==> src/rtl/alink_pwr_pkg.sv <==
package alink_pwr_pkg;

    localparam int CMD_AW = 7;
    localparam int CMD_DW = 16;

    localparam logic [CMD_AW-1:0] PD_REG_ADDR = 7'h26;
    localparam logic [CMD_DW-1:0] PD_REG_DATA = 16'h1000;

    typedef enum logic [2:0] {
        LS_RUN,
        LS_PDWR,
        LS_DOZE,
        LS_WAKE,
        LS_WRST,
        LS_CLKWAIT
    } lp_state_e;

    typedef enum logic [1:0] {
        GM_PASS,
        GM_PDWR,
        GM_MUTE
    } gate_mode_e;

    typedef struct packed {
        logic              wr;
        logic [CMD_AW-1:0] addr;
        logic [CMD_DW-1:0] data;
    } cmd_slot_t;

    function automatic gate_mode_e gate_mode(lp_state_e st);
        case (st)
            LS_RUN:  return GM_PASS;
            LS_PDWR: return GM_PDWR;
            default: return GM_MUTE;
        endcase
    endfunction

endpackage

==> src/rtl/alink_sync.sv <==
module alink_sync #(
    parameter int W      = 2,
    parameter int STAGES = 2
) (
    input  logic         clk,
    input  logic         rst,
    input  logic [W-1:0] d,
    output logic [W-1:0] q
);
    for (genvar i = 0; i < W; i++) begin : g_bit
        logic [STAGES-1:0] sh;
        always_ff @(posedge clk) begin
            if (rst) sh <= '0;
            else     sh <= {sh[STAGES-2:0], d[i]};
        end
        assign q[i] = sh[STAGES-1];
    end
endmodule

==> src/rtl/alink_span_cnt.sv <==
module alink_span_cnt #(
    parameter int W = 8
) (
    input  logic         clk,
    input  logic         rst,
    input  logic         clr,
    input  logic         en,
    output logic [W-1:0] cnt
);
    always_ff @(posedge clk) begin
        if (rst || clr)               cnt <= '0;
        else if (en && cnt != '1)     cnt <= cnt + 1'b1;
    end
endmodule

==> src/rtl/alink_slot_gate.sv <==
module alink_slot_gate
    import alink_pwr_pkg::*;
#(
    parameter int NSLOT = 10,
    parameter int SW    = 20
) (
    input  gate_mode_e              mode,
    input  cmd_slot_t               cmd_in,
    input  logic [NSLOT*SW-1:0]     dslot_in,
    input  logic [NSLOT-1:0]        vld_in,
    output cmd_slot_t               cmd_out,
    output logic [NSLOT*SW-1:0]     dslot_out,
    output logic [NSLOT-1:0]        vld_out
);
    logic keep_data;
    assign keep_data = (mode == GM_PASS);

    always_comb begin
        case (mode)
            GM_PASS: cmd_out = cmd_in;
            GM_PDWR: cmd_out = '{wr: 1'b1, addr: PD_REG_ADDR, data: PD_REG_DATA};
            default: cmd_out = '0;
        endcase
    end

    for (genvar g = 0; g < NSLOT; g++) begin : g_slot
        assign dslot_out[g*SW +: SW] = keep_data ? dslot_in[g*SW +: SW] : '0;
        assign vld_out[g]            = keep_data & vld_in[g];
    end
endmodule

==> src/rtl/alink_pwr_seq.sv <==
module alink_pwr_seq
    import alink_pwr_pkg::*;
#(
    parameter int US_CYC      = 50,
    parameter int EDGE_N      = 2,
    parameter int NSLOT       = 10,
    parameter int SW          = 20,
    parameter int SYNC_STAGES = 2
) (
    input  logic                 clk,
    input  logic                 rst,
    input  logic                 pd_req,
    input  logic                 frame_done,
    input  logic                 warm_go,
    input  logic                 resume_en,
    input  logic                 resume_clr,
    input  logic                 sdata_in,
    input  logic                 bitclk_in,
    input  logic                 cmd_wr_in,
    input  logic [6:0]           cmd_addr_in,
    input  logic [15:0]          cmd_data_in,
    input  logic [NSLOT*SW-1:0]  dslot_in,
    input  logic [NSLOT-1:0]     dslot_vld_in,
    output logic                 cmd_wr_out,
    output logic [6:0]           cmd_addr_out,
    output logic [15:0]          cmd_data_out,
    output logic [NSLOT*SW-1:0]  dslot_out,
    output logic [NSLOT-1:0]     dslot_vld_out,
    output logic                 sync_out,
    output logic                 resume_irq,
    output logic                 link_active
);
    localparam int US_W = $clog2(US_CYC + 1) + 1;
    localparam int ED_W = $clog2(EDGE_N + 1) + 1;
    localparam logic [US_W-1:0] QUAL_LIM = US_W'(US_CYC);
    localparam logic [US_W-1:0] WARM_LIM = US_W'(US_CYC - 1);
    localparam logic [ED_W-1:0] EDGE_LIM = ED_W'(EDGE_N);

    lp_state_e st_q, st_d;
    logic      qual_q;
    logic      irq_q;

    // synchronized async inputs: bit 0 = inbound data, bit 1 = bit clock
    logic [1:0] raw_async, syn_async, syn_prev;
    logic       sd_s, sd_rise, bc_rise;

    assign raw_async = {bitclk_in, sdata_in};

    alink_sync #(.W(2), .STAGES(SYNC_STAGES)) u_sync (
        .clk (clk),
        .rst (rst),
        .d   (raw_async),
        .q   (syn_async)
    );

    always_ff @(posedge clk) begin
        if (rst) syn_prev <= '0;
        else     syn_prev <= syn_async;
    end

    assign sd_s    = syn_async[0];
    assign sd_rise = syn_async[0] & ~syn_prev[0];
    assign bc_rise = syn_async[1] & ~syn_prev[1];

    // timers
    logic            st_chg;
    logic            us_en, ed_en;
    logic [US_W-1:0] us_cnt;
    logic [ED_W-1:0] ed_cnt;
    logic            qual_set;

    assign st_chg   = (st_d != st_q);
    assign us_en    = ((st_q == LS_WAKE) && !qual_q && sd_s) || (st_q == LS_WRST);
    assign ed_en    = (st_q == LS_CLKWAIT) && bc_rise;
    assign qual_set = (st_q == LS_WAKE) && !qual_q && sd_s && (us_cnt == QUAL_LIM);

    alink_span_cnt #(.W(US_W)) u_us_cnt (
        .clk (clk),
        .rst (rst),
        .clr (st_chg),
        .en  (us_en),
        .cnt (us_cnt)
    );

    alink_span_cnt #(.W(ED_W)) u_edge_cnt (
        .clk (clk),
        .rst (rst),
        .clr (st_chg),
        .en  (ed_en),
        .cnt (ed_cnt)
    );

    // next state
    always_comb begin
        st_d = st_q;
        case (st_q)
            LS_RUN:     if (pd_req) st_d = LS_PDWR;
            LS_PDWR:    if (frame_done) st_d = LS_DOZE;
            LS_DOZE: begin
                if (warm_go)      st_d = LS_WRST;
                else if (sd_rise) st_d = LS_WAKE;
            end
            LS_WAKE: begin
                if (!qual_q) begin
                    if (!sd_s) st_d = LS_DOZE;
                end else if (warm_go) begin
                    st_d = LS_WRST;
                end
            end
            LS_WRST:    if (us_cnt == WARM_LIM) st_d = LS_CLKWAIT;
            LS_CLKWAIT: if (ed_cnt == EDGE_LIM) st_d = LS_RUN;
            default:    st_d = LS_RUN;
        endcase
    end

    always_ff @(posedge clk) begin
        if (rst) begin
            st_q   <= LS_RUN;
            qual_q <= 1'b0;
            irq_q  <= 1'b0;
        end else begin
            st_q <= st_d;
            if (st_d != LS_WAKE) qual_q <= 1'b0;
            else if (qual_set)   qual_q <= 1'b1;
            if (qual_set && resume_en) irq_q <= 1'b1;
            else if (resume_clr)       irq_q <= 1'b0;
        end
    end

    // slot path
    cmd_slot_t cmd_in_s, cmd_out_s;
    assign cmd_in_s = '{wr: cmd_wr_in, addr: cmd_addr_in, data: cmd_data_in};

    alink_slot_gate #(.NSLOT(NSLOT), .SW(SW)) u_gate (
        .mode      (gate_mode(st_q)),
        .cmd_in    (cmd_in_s),
        .dslot_in  (dslot_in),
        .vld_in    (dslot_vld_in),
        .cmd_out   (cmd_out_s),
        .dslot_out (dslot_out),
        .vld_out   (dslot_vld_out)
    );

    assign cmd_wr_out   = cmd_out_s.wr;
    assign cmd_addr_out = cmd_out_s.addr;
    assign cmd_data_out = cmd_out_s.data;
    assign sync_out     = (st_q == LS_WRST);
    assign resume_irq   = irq_q;
    assign link_active  = (st_q == LS_RUN);
endmodule

==> config.mk <==
export PLATFORM = sky130hd
export DESIGN_NAME = alink_pwr_seq
export DESIGN_NICKNAME = d
export VERILOG_FILES = /design/src/rtl/alink_pwr_pkg.sv /design/src/rtl/alink_sync.sv /design/src/rtl/alink_span_cnt.sv /design/src/rtl/alink_slot_gate.sv /design/src/rtl/alink_pwr_seq.sv
export SDC_FILE = /design/constraint.sdc
export NUM_CORES = 1
export LEC_CHECK = 0
export CAP_MARGIN = 20
export CORE_AREA = 2 2 186 188
export CTS_CLUSTER_DIAMETER = 60
export DETAILED_ROUTE_END_ITERATION = 12
export DIE_AREA = 0 0 188 190
export DONT_BUFFER_PORTS = 1
export GPL_TIMING_DRIVEN = 1
export MAX_ROUTING_LAYER = met4
export SLEW_MARGIN = 10
export SYNTH_ARGS = -nofsm -noshare
export SYNTH_HDL_FRONTEND = slang
export SYNTH_SLANG_ARGS = --single-unit
==> constraint.sdc <==
create_clock -name clk -period 2.1 [get_ports clk]
set_input_delay 0.42 -clock clk [delete_from_list [all_inputs] [get_ports clk]]
set_output_delay 0.42 -clock clk [all_outputs]
set_load 0.1 [all_outputs]
==> results by group, run 1 <==
Finish
  • Reg area: 424 µm²
  • Design Area, Final: 5460 µm²
  • Core Util, Final: 0.161
  • Area Growth Syn to Fin: 102%
  • Final non-filler cell total: 895
  • Nets: 687
  • Layout cells sized above 1: 0.776
  • FILL cells: 3724
  • Multi-input combinational cell area: 2730 µm²

Synthesis
  • Synth unique cells: 37
  • Register area share after synthesis: 0.155
  • Dominant synthesized flop cell: dfxtp_1
  • Post-Synthesis Cell Area: 2710 µm²
  • Mapped Cells: 379
  • Avg Cell Area, Syn: 7.14 µm²
  • Ys async rst share: 0
  • Number of synthesized flops with an enable pin: 0
  • Post-Syn Nets: 628
  • Warnings, synthesis: 0
  • FF+latch count, synth: 21

Placed design
  • Placed cell count: 883
  • Cell Area, Placed: 5210 µm²
  • Setup WS pre-CTS: 77.7 ps
  • Dpl hpwl: 14.1 mm
  • GPL Wtd Cong: 0.844
  • IO buf count: 0

Clock network
  • Clock transition at the registers of the reported paths: 50 ps
  • CTS tree: built
  • TritonCTS Buffers: 3
  • Root Buffer Master: clkbuf_16
  • # H-tree levels: 1
  • Cts hold-fix bufs: 0
  • TritonCTS Sinks: 21
  • Clk Latency, worst-skew pair: 250 ps
  • Bufs on Longest Clock Path: 2

Route
  • Vias after detailed routing: 2940
  • Drc violations: 0
  • ANT nets after route: 0
  • TritonRoute pass-1 iters: 4
  • Via density: 3.28
  • DR WL/cell: 19.3 µm
  • Starting DRC count in detailed routing: 181
  • Routed wire length: 17.3 mm

STA
  • Final setup margin: 31.6 ps
  • Slew @ Worst Pin: 481 ps
  • RSZ-0062 raised after global routing: yes
  • Slew headroom: 0.677
  • Fmax: 483 MHz
  • Final hold vios: 0
  • Fin. max-slew vios: 0
  • Final period util: 0.985
  • Hold WS: 228 ps
  • Final Critical Period: 2070 ps
  • Fin Setup TNS: 0 ps
  • Clock skew: 2.02 ps
  • Setup violators final: 0

Pwr
  • Pwr Density: 1210 nW/µm²
  • LEAKAGE: 2.22 nW
  • Maximum VDD drop: 0.506 mV
  • Total Power: 6.63 mW

Worst setup path
  • Worst EP arrival: 1650 ps
  • Worst Setup End Kind: primary output
  • CP Class: flop to primary output
  • Worst path required time: 1680 ps
  • Critical Path Fanout Max: 48
  • Setup crit start kind: flop

GRT
  • Vias in the first global route: 2726
  • Gr ovfl total: 0
  • First-pass GRT wire length: 21.0 mm
  • Pin count of the biggest net entering global routing: 68
  • Initial antenna violation count: 3
  • Tot GR Track Use: 0.0844

Floorplanning
  • Die width: 188 µm
  • Site Rows: 68
  • DIE AREA: 35700 µm²
  • Ports: 480
  • Die Y-Extent: 190 µm
  • Core area: 33900 µm²
  • Initial Utilization: 0.0798

Run status
  • Status: completed

Run
  • Total of max-cap violations: 0

Hold path
  • Hold Path Class: input port to flop
worst paths after layout:
check                                   start                          endpoint  slack [ps]  cells after the start
max reg2reg    u_edge_cnt.cnt[0]$_SDFFE_PP0P_      u_us_cnt.cnt[4]$_SDFFE_PP0P_         170                      7
max                        st_q[0]$_SDFF_PP0_                     dslot_out[75]          30                      5
min reg2reg  u_sync.g_bit[0].sh[0]$_SDFF_PP0_  u_sync.g_bit[0].sh[1]$_SDFF_PP0_         440                      1
min                                       rst                st_q[2]$_SDFF_PP0_         230                      1
cell usage in the layout, fill, tap and decap left out, drive strengths merged, types with 2 or more instances in the layout:
cell type  count
nor3b          3
and3           3
nand2b         2
xnor2          6
nand2          5
nor4           3
or3b           2
ha             6
nand3          4
and2         230
inv            5
nor3          10
o21ai          2
o21a           5
dfxtp         21
nor2          12
clkbuf         6
nor2b         10
a21oi          8
buf           82
diode          3
a2111oi        3
nor4bb         2
synthesized netlist by cell type (5+ instances only):
cell      count  area share
nor3_1        8       0.015
a21oi_1       8       0.015
nand2_1       5      0.0069
nor2b_1      10       0.023
ha_1          6       0.028
inv_1         5      0.0069
dfxtp_1      21        0.16
xnor2_1       5       0.016
nor2_1       12       0.017
and2_1      230        0.53
clkbuf_1     25       0.035
o21a_1        5       0.014
worst max-delay path, cell delays in order, from the launching register on:
cell     delay, ps
dfxtp_2        340
nor3_4         200
buf_12         190
buf_16         200
and2_4         220
buf_12         170
final cells by class:
class                           count  area share
Antenna cell                        3     0.00137
Clock buffer                        4      0.0144
Inverter                            5     0.00344
Multi-Input combinational cell    323       0.500
Sequential cell                    21      0.0777
Tap cell                          455       0.104
Timing Repair Buffer               84       0.298
per-layer routing:
metal  global-route usage  up-vias  wire (µm)
li1                     -     1298          -
met2                0.129      233       8300
met3               0.0363       13       2090
met4               0.0145        0        214
met5                    -        -          0
met1                0.104     1396       6710
power by group:
group          switching (mW)  internal (mW)
clock                   0.138          0.258
combinational            4.47           1.35
sequential            0.00720          0.408
state kept, by name, summed over array words and instances (netlist names):
register / flops
u_us_cnt.cnt: 7
u_sync.g_bit.sh: 4
st_q: 3
u_edge_cnt.cnt: 3
syn_prev: 2
qual_q: 1
resume_irq: 1
timing repair:
action / CTS / global route
buffers inserted: 1 / 0
setup endpoints to repair: 212 / 187
pin swaps: 57 / 18
cloned: 2 / 2
endpoints found under the hold margin: 0 / 0
gates resized for setup: 4 / 7
cells by family after synthesis:
group | share of synthesized area
and+or+nand+nor | 0.675
DFF | 0.155
muxes | 0.00370
adders and majority gates | 0.0277
xor gates and xnor gates | 0.0263
AOI/OAI and AO/OA | 0.0587
buffers and inverters | 0.0531
No activity file was read; power rests on OpenSTA's default activity.
==> inputs of run 2 (changes only) <==
PLACE_DENSITY = 0.3   (was not set)
==> run 2 against run 1 <==
The flow now finishes with violations (negative setup slack). Register-to-register slack got worse by 80 ps. First-iteration DRC count is 20% lower. Routed wire length rose by 5.4%. Worst setup slack got worse by 110 ps. Critical path depth increased by 2. Critical endpoint is now dslot_out[106]. Hold slack worse by 6.6 ps. Sequential cell count did not move. Die area is the same.
==> results by group, run 2 (same netlist as run 1, synthesis figures left out) <==
Worst setup path
  • Most used cell, CP: buf_12
  • Crit-path max cell delay: 330 ps
  • Critical Path Fanout Max: 6
  • FF-to-FF setup slack: 90 ps
  • RR Endpoint: u_us_cnt.cnt[4]$_SDFFE_PP0P_
  • Top delay family on crit path: buffers and inverters
  • Launch point of the worst reg-to-reg path: st_q[0]$_SDFF_PP0_
  • Setup crit start kind: flop
  • R2R depth: 8
  • CP Class: flop to primary output
  • Slowest cell on crit path: and2_4
  • Buf/Inv on CP: 5
  • Worst EP arrival: 1760 ps
  • Worst path required time: 1680 ps
  • CP cell instances: buf_6, nor3_4, buf_12, buf_12, buf_12, buf_16, and2_4
  • Worst Setup End Kind: primary output

Pwr
  • Sequential Power Share: 0.060
  • Internal power: 2.27 mW
  • Clk pwr share: 0.059
  • Net Sw Power: 4.68 mW
  • Switching Share: 0.673
  • LEAKAGE: 2.48 nW
  • Maximum VDD drop: 0.518 mV
  • Pwr Density: 1180 nW/µm²
  • Logic pwr share: 0.881

Finish
  • Top reg by flops: u_us_cnt.cnt
  • Nets: 712
  • Design Area, Final: 5910 µm²
  • Most frequent cells in the layout: and2_4 (228), buf_12 (71), buf_4 (18), dfxtp_1 (18), nor2_1 (12)
  • Top Registers: u_us_cnt.cnt (7), u_sync.g_bit.sh (4)
  • Final non-filler cell total: 922
  • Area Growth Syn to Fin: 118%
  • Number of flip-flops under the largest register name: 7
  • Leading cell type in the layout, fill and taps excluded: and2_4
  • Layout cells sized above 1: 0.784

Route
  • Starting DRC count in detailed routing: 145
  • Via density: 3.27
  • ANT nets after route: 0
  • Routed wire length: 18.3 mm
  • DR WL/cell: 19.8 µm
  • Drc violations: 0
  • TritonRoute pass-1 iters: 4
  • Vias after detailed routing: 3019

Run status
  • Failing checks: negative setup slack
  • Status: finished, violations left

GRT
  • Gr ovfl total: 0
  • Tot GR Track Use: 0.0936
  • Vias in the first global route: 2884
  • First-pass GRT wire length: 23.2 mm
  • Initial antenna violation count: 5
  • Pin count of the biggest net entering global routing: 25

Floorplanning
  • Die Y-Extent: 190 µm
  • Initial Utilization: 0.0798
  • Ports: 480
  • Die width: 188 µm
  • DIE AREA: 35700 µm²
  • Core area: 33900 µm²
  • Site Rows: 68

STA
  • Slew headroom: 0.697
  • Final setup margin: -79.2 ps
  • Hold WS: 221 ps
  • Final hold vios: 0
  • Slew @ Worst Pin: 453 ps
  • Fin. max-slew vios: 0
  • Fin Setup TNS: -3880 ps
  • Final Critical Period: 2180 ps
  • Clock skew: 10.2 ps
  • Final period util: 1.04
  • RSZ-0062 raised after global routing: yes
  • Fmax: 459 MHz
  • Setup violators final: 139

Placed design
  • IO buf count: 0
  • Placed cell count: 883
  • GPL Wtd Cong: 0.898
  • Setup WS pre-CTS: 65.8 ps
  • Dpl hpwl: 14.0 mm
  • Cell Area, Placed: 5090 µm²

Clock network
  • TritonCTS Sinks: 21
  • CTS tree: built
  • # H-tree levels: 1
  • Root Buffer Master: clkbuf_16
  • Clk Latency, worst-skew pair: 260 ps
  • Bufs on Longest Clock Path: 2
  • Cts hold-fix bufs: 0
  • Clock transition at the registers of the reported paths: 70 ps
  • TritonCTS Buffers: 3

Hold path
  • Hold Path Class: input port to flop
  • Hold Path End: st_q[2]$_SDFF_PP0_
  • Hold Path Origin: rst
  • Hold path depth: 1

Run
  • Total of max-cap violations: 0
==> run 2: cell types whose count changed in the layout (fill, tap and decap cells not counted), moves of 4 or more <==
cell	previous run	this run
and2_2	20	1
and2_4	209	228
buf_4	8	18
buf_16	5	10
clkbuf_16	5	9
==> run 2: power by group through the flow <==
stage / combinational (mW) / clock [mW] / sequential, mW
CTS: 6.23 / 0.430 / 0.415
detailed placement: 5.63 / 0 / 0.424
finish: 6.12 / 0.413 / 0.415
global placement: 5.64 / 0 / 0.424
floorplan: 4.81 / 0 / 0.420
global route: 6.24 / 0.438 / 0.416
==> run 2: how the worst max path moves through the flow <==
stage                                         endpoint  slack [ps]          startpoint  depth (start not counted)
after floorplan           u_us_cnt.cnt[4]$_SDFFE_PP0P_        -210  st_q[0]$_SDFF_PP0_                          6
after global placement                   dslot_out[39]          90  st_q[0]$_SDFF_PP0_                          5
after detailed placement                 dslot_out[39]          70  st_q[0]$_SDFF_PP0_                          5
after CTS                               dslot_out[142]        -130  st_q[0]$_SDFF_PP0_                          7
after global routing                    dslot_out[155]        -130  st_q[0]$_SDFF_PP0_                          7
final                                   dslot_out[106]         -80  st_q[0]$_SDFF_PP0_                          7
==> run 2: worst reg2reg max path, delay by kind of cell, from the launching register on <==
kind	cells	cell delay (ps)
AOI/OAI and AO/OA	1	160
xor gates and xnor gates	1	170
buffers and inverters	3	440
DFF	1	320
and+or+nand+nor	3	830
==> run 2: cell type report <==
class | count | area, µm²
Fill cell | 3751 | 28000
Multi-Input combinational cell | 323 | 2770
Timing Repair Buffer | 109 | 2030
Tap cell | 455 | 569
Sequential cell | 21 | 424
Clock buffer | 3 | 75.1
Inverter | 5 | 18.8
Antenna cell | 5 | 12.5
Clock inverter | 1 | 5.00
==> run 2: through the flow <==
| step | utilization | power (mW) |
|---|---|---|
| finish | 0.174 | 6.95 |
| detailed placement | 0.150 | 6.05 |
| global placement | 0.150 | 6.06 |
| global route | 0.174 | 7.10 |
| floorplan | - | 5.23 |
| CTS | 0.175 | 7.07 |
==> run 2: what timing repair did <==
item                       in CTS  in global routing
resized for setup              46                 11
setup endpoints to repair     228                233
gates cloned                   16                  6
pin swaps                     119                 93
setup buffers                  17                  2
==> run 2: metal layers <==
| layer | up-vias | wire length [µm] | share of wire | global-route usage |
|---|---|---|---|---|
| li1 | 1354 | - | - | - |
| met4 | 0 | 200 | 0.011 | 0.0121 |
| met2 | 184 | 8730 | 0.48 | 0.146 |
| met1 | 1465 | 7980 | 0.44 | 0.119 |
| met3 | 16 | 1340 | 0.074 | 0.0323 |
| met5 | - | 0 | 0 | - |
==> inputs of run 3 (changes only) <==
CELL_PAD_IN_SITES_DETAIL_PLACEMENT = 2   (was not set)
CELL_PAD_IN_SITES_GLOBAL_PLACEMENT = 2   (was not set)
CORE_AREA = 2 2 187 189   (was 2 2 186 188)
CTS_CLUSTER_SIZE = 25   (was not set)
DIE_AREA = 0 0 189 191   (was 0 0 188 190)
PLACE_DENSITY = 0.36   (was 0.3)
==> run 3 against run 2 <==
The flow still finishes with violations (negative setup slack). First-iteration DRC count is 15% lower. Maximum frequency rose by 3.7%. Sequential share of layout area up 1.2 points. Sequential power is essentially flat. Die area grew 1.1%. Non-clock buffer count is 42 lower. Register-to-register slack better by 50 ps. Critical path type unchanged. Highest routed layer unchanged.
==> results by group, run 3 (same netlist as run 1, synthesis figures left out) <==
Run status
  • Status: finished, violations left
  • Failing checks: negative setup slack

Worst setup path
  • Worst EP arrival: 1680 ps
  • Critical path depth: 4
  • Setup crit start kind: flop
  • Launch point of the worst reg-to-reg path: st_q[0]$_SDFF_PP0_
  • R2R depth: 6
  • Top delay family on crit path: simple AND/OR/NAND/NOR gates
  • CP cell instances: nor3_4, buf_6, buf_12, and2_4
  • CP Class: flop to primary output
  • Critical Path Source: st_q[0]$_SDFF_PP0_
  • Buf/Inv on CP: 2
  • Worst Setup End Kind: primary output
  • Slowest cell on crit path: and2_4
  • RR Endpoint: u_us_cnt.cnt[4]$_SDFFE_PP0P_
  • Worst path required time: 1680 ps
  • Critical Path Fanout Max: 75
  • Crit-path max cell delay: 410 ps
  • FF-to-FF setup slack: 140 ps

Floorplanning
  • Site Rows: 68
  • Ports: 480
  • Core area: 34100 µm²
  • Die Y-Extent: 191 µm
  • DIE AREA: 36100 µm²
  • Die width: 189 µm
  • Initial Utilization: 0.0794

Pwr
  • Maximum VDD drop: 0.562 mV
  • Pwr Density: 1270 nW/µm²
  • Total Power: 6.41 mW
  • LEAKAGE: 2.04 nW

Finish
  • FILL cells: 3901
  • Layout cells sized above 1: 0.755
  • Design Area, Final: 5040 µm²
  • Top Registers: u_us_cnt.cnt (7), u_sync.g_bit.sh (4)
  • Leading cell type in the layout, fill and taps excluded: and2_4
  • Most frequent cells in the layout: and2_4 (209), buf_12 (49), and2_2 (20), dfxtp_1 (19)
  • Area Growth Syn to Fin: 86.2%
  • Number of flip-flops under the largest register name: 7
  • Reg area: 423 µm²
  • Multi-input combinational cell area: 2730 µm²
  • Top reg by flops: u_us_cnt.cnt
  • Nets: 670

Clock network
  • Clk Latency, worst-skew pair: 260 ps
  • Cts hold-fix bufs: 0
  • Bufs on Longest Clock Path: 2
  • TritonCTS Buffers: 3
  • Clock transition at the registers of the reported paths: 60 ps
  • Root Buffer Master: clkbuf_16
  • # H-tree levels: 1
  • CTS tree: built
  • TritonCTS Sinks: 21

GRT
  • First-pass GRT wire length: 23.1 mm
  • Gr ovfl total: 0
  • Pin count of the biggest net entering global routing: 76
  • Tot GR Track Use: 0.0893
  • Vias in the first global route: 2883
  • Initial antenna violation count: 5

Route
  • Via density: 3.25
  • DR WL/cell: 21.1 µm
  • ANT nets after route: 0
  • Starting DRC count in detailed routing: 123
  • TritonRoute pass-1 iters: 4
  • Routed wire length: 18.5 mm
  • Drc violations: 0
  • Vias after detailed routing: 2849

Run
  • Total of max-cap violations: 0

Hold path
  • Hold Path Class: input port to flop
  • Hold path depth: 1
  • Hold Path Origin: rst
  • Hold Path End: st_q[2]$_SDFF_PP0_

Placed design
  • Setup WS pre-CTS: -1.95 ps
  • IO buf count: 0
  • Dpl hpwl: 15.4 mm
  • Cell Area, Placed: 4830 µm²
  • GPL Wtd Cong: 0.772

STA
  • Final period util: 1.00
  • Slew @ Worst Pin: 463 ps
  • Final setup margin: -0.822 ps
  • Hold WS: 231 ps
  • Setup violators final: 2
  • RSZ-0062 raised after global routing: yes
  • Slew headroom: 0.689
  • Final hold vios: 0
  • Clock skew: 1.59 ps
  • Fin. max-slew vios: 0
  • Final Critical Period: 2100 ps
  • Fin Setup TNS: -1.49 ps
  • Fmax: 476 MHz
[run 3: cell count changes in the layout (fill, tap and decap cells not counted), moves of 5 or more]
cell,before,now
buf_16,10,4
buf_4,18,12
clkbuf_16,9,4
and2_4,228,209
and2_2,1,20
buf_12,71,49
[run 3: how the worst max path moves through the flow]
stage	endpoint	slack (ps)
3_5_place_dp	u_us_cnt.cnt[4]$_SDFFE_PP0P_	-2
5_1_grt	dslot_out[59]	-50
2_1_floorplan	u_us_cnt.cnt[4]$_SDFFE_PP0P_	-210
6_report	dslot_out[132]	-0.8
3_3_place_gp	u_us_cnt.cnt[4]$_SDFFE_PP0P_	90
4_1_cts	dslot_out[99]	-20
[run 3: where the power goes]
part	switching, mW	total (mW)	internal (mW)	leakage [nW]
Clock	0.159	0.418	0.259	0.0382
Sequential	0.00727	0.415	0.408	0.171
Combinational	4.40	5.58	1.18	1.83
Total	4.56	6.41	1.85	2.04
[run 3: through the flow]
step | cells | utilization
after floorplan | 379 | -
after global placement | 866 | 0.142
after detailed placement | 866 | 0.142
after CTS | 874 | 0.147
after global routing | 877 | 0.148
final | 877 | 0.148
[run 3: timing repair]
item	4_1_cts	5_1_grt
endpoints found under the hold margin	0	0
buffers inserted	2	0
setup endpoints to repair	230	197
gates resized for setup	6	1
gates cloned	2	1
pin swaps	18	63
[run 3: layout make-up]
type                    instances  share of cell area
flip-flops and latches         21              0.0839
clock buffers                   4              0.0156
well taps                     455               0.113
repair buffers                 67               0.241
inverters                       5             0.00372
multi-input cells             323               0.541
diodes                          2            0.000993
[run 3: layer usage]
metal	track usage	up-vias	wire [µm]
met5	-	-	0
met3	0.0198	10	1370
li1	-	1257	-
met1	0.117	1402	7810
met4	0.0111	0	146
met2	0.143	180	9150
[run 3: worst reg2reg max path, cell delays in order (launching register included)]
cell and delay [ps]:
dfxtp_2 350, or3b_4 420, a2111oi_4 410, nor4_4 130, xnor2_4 170, buf_12 160
nor4_2 240
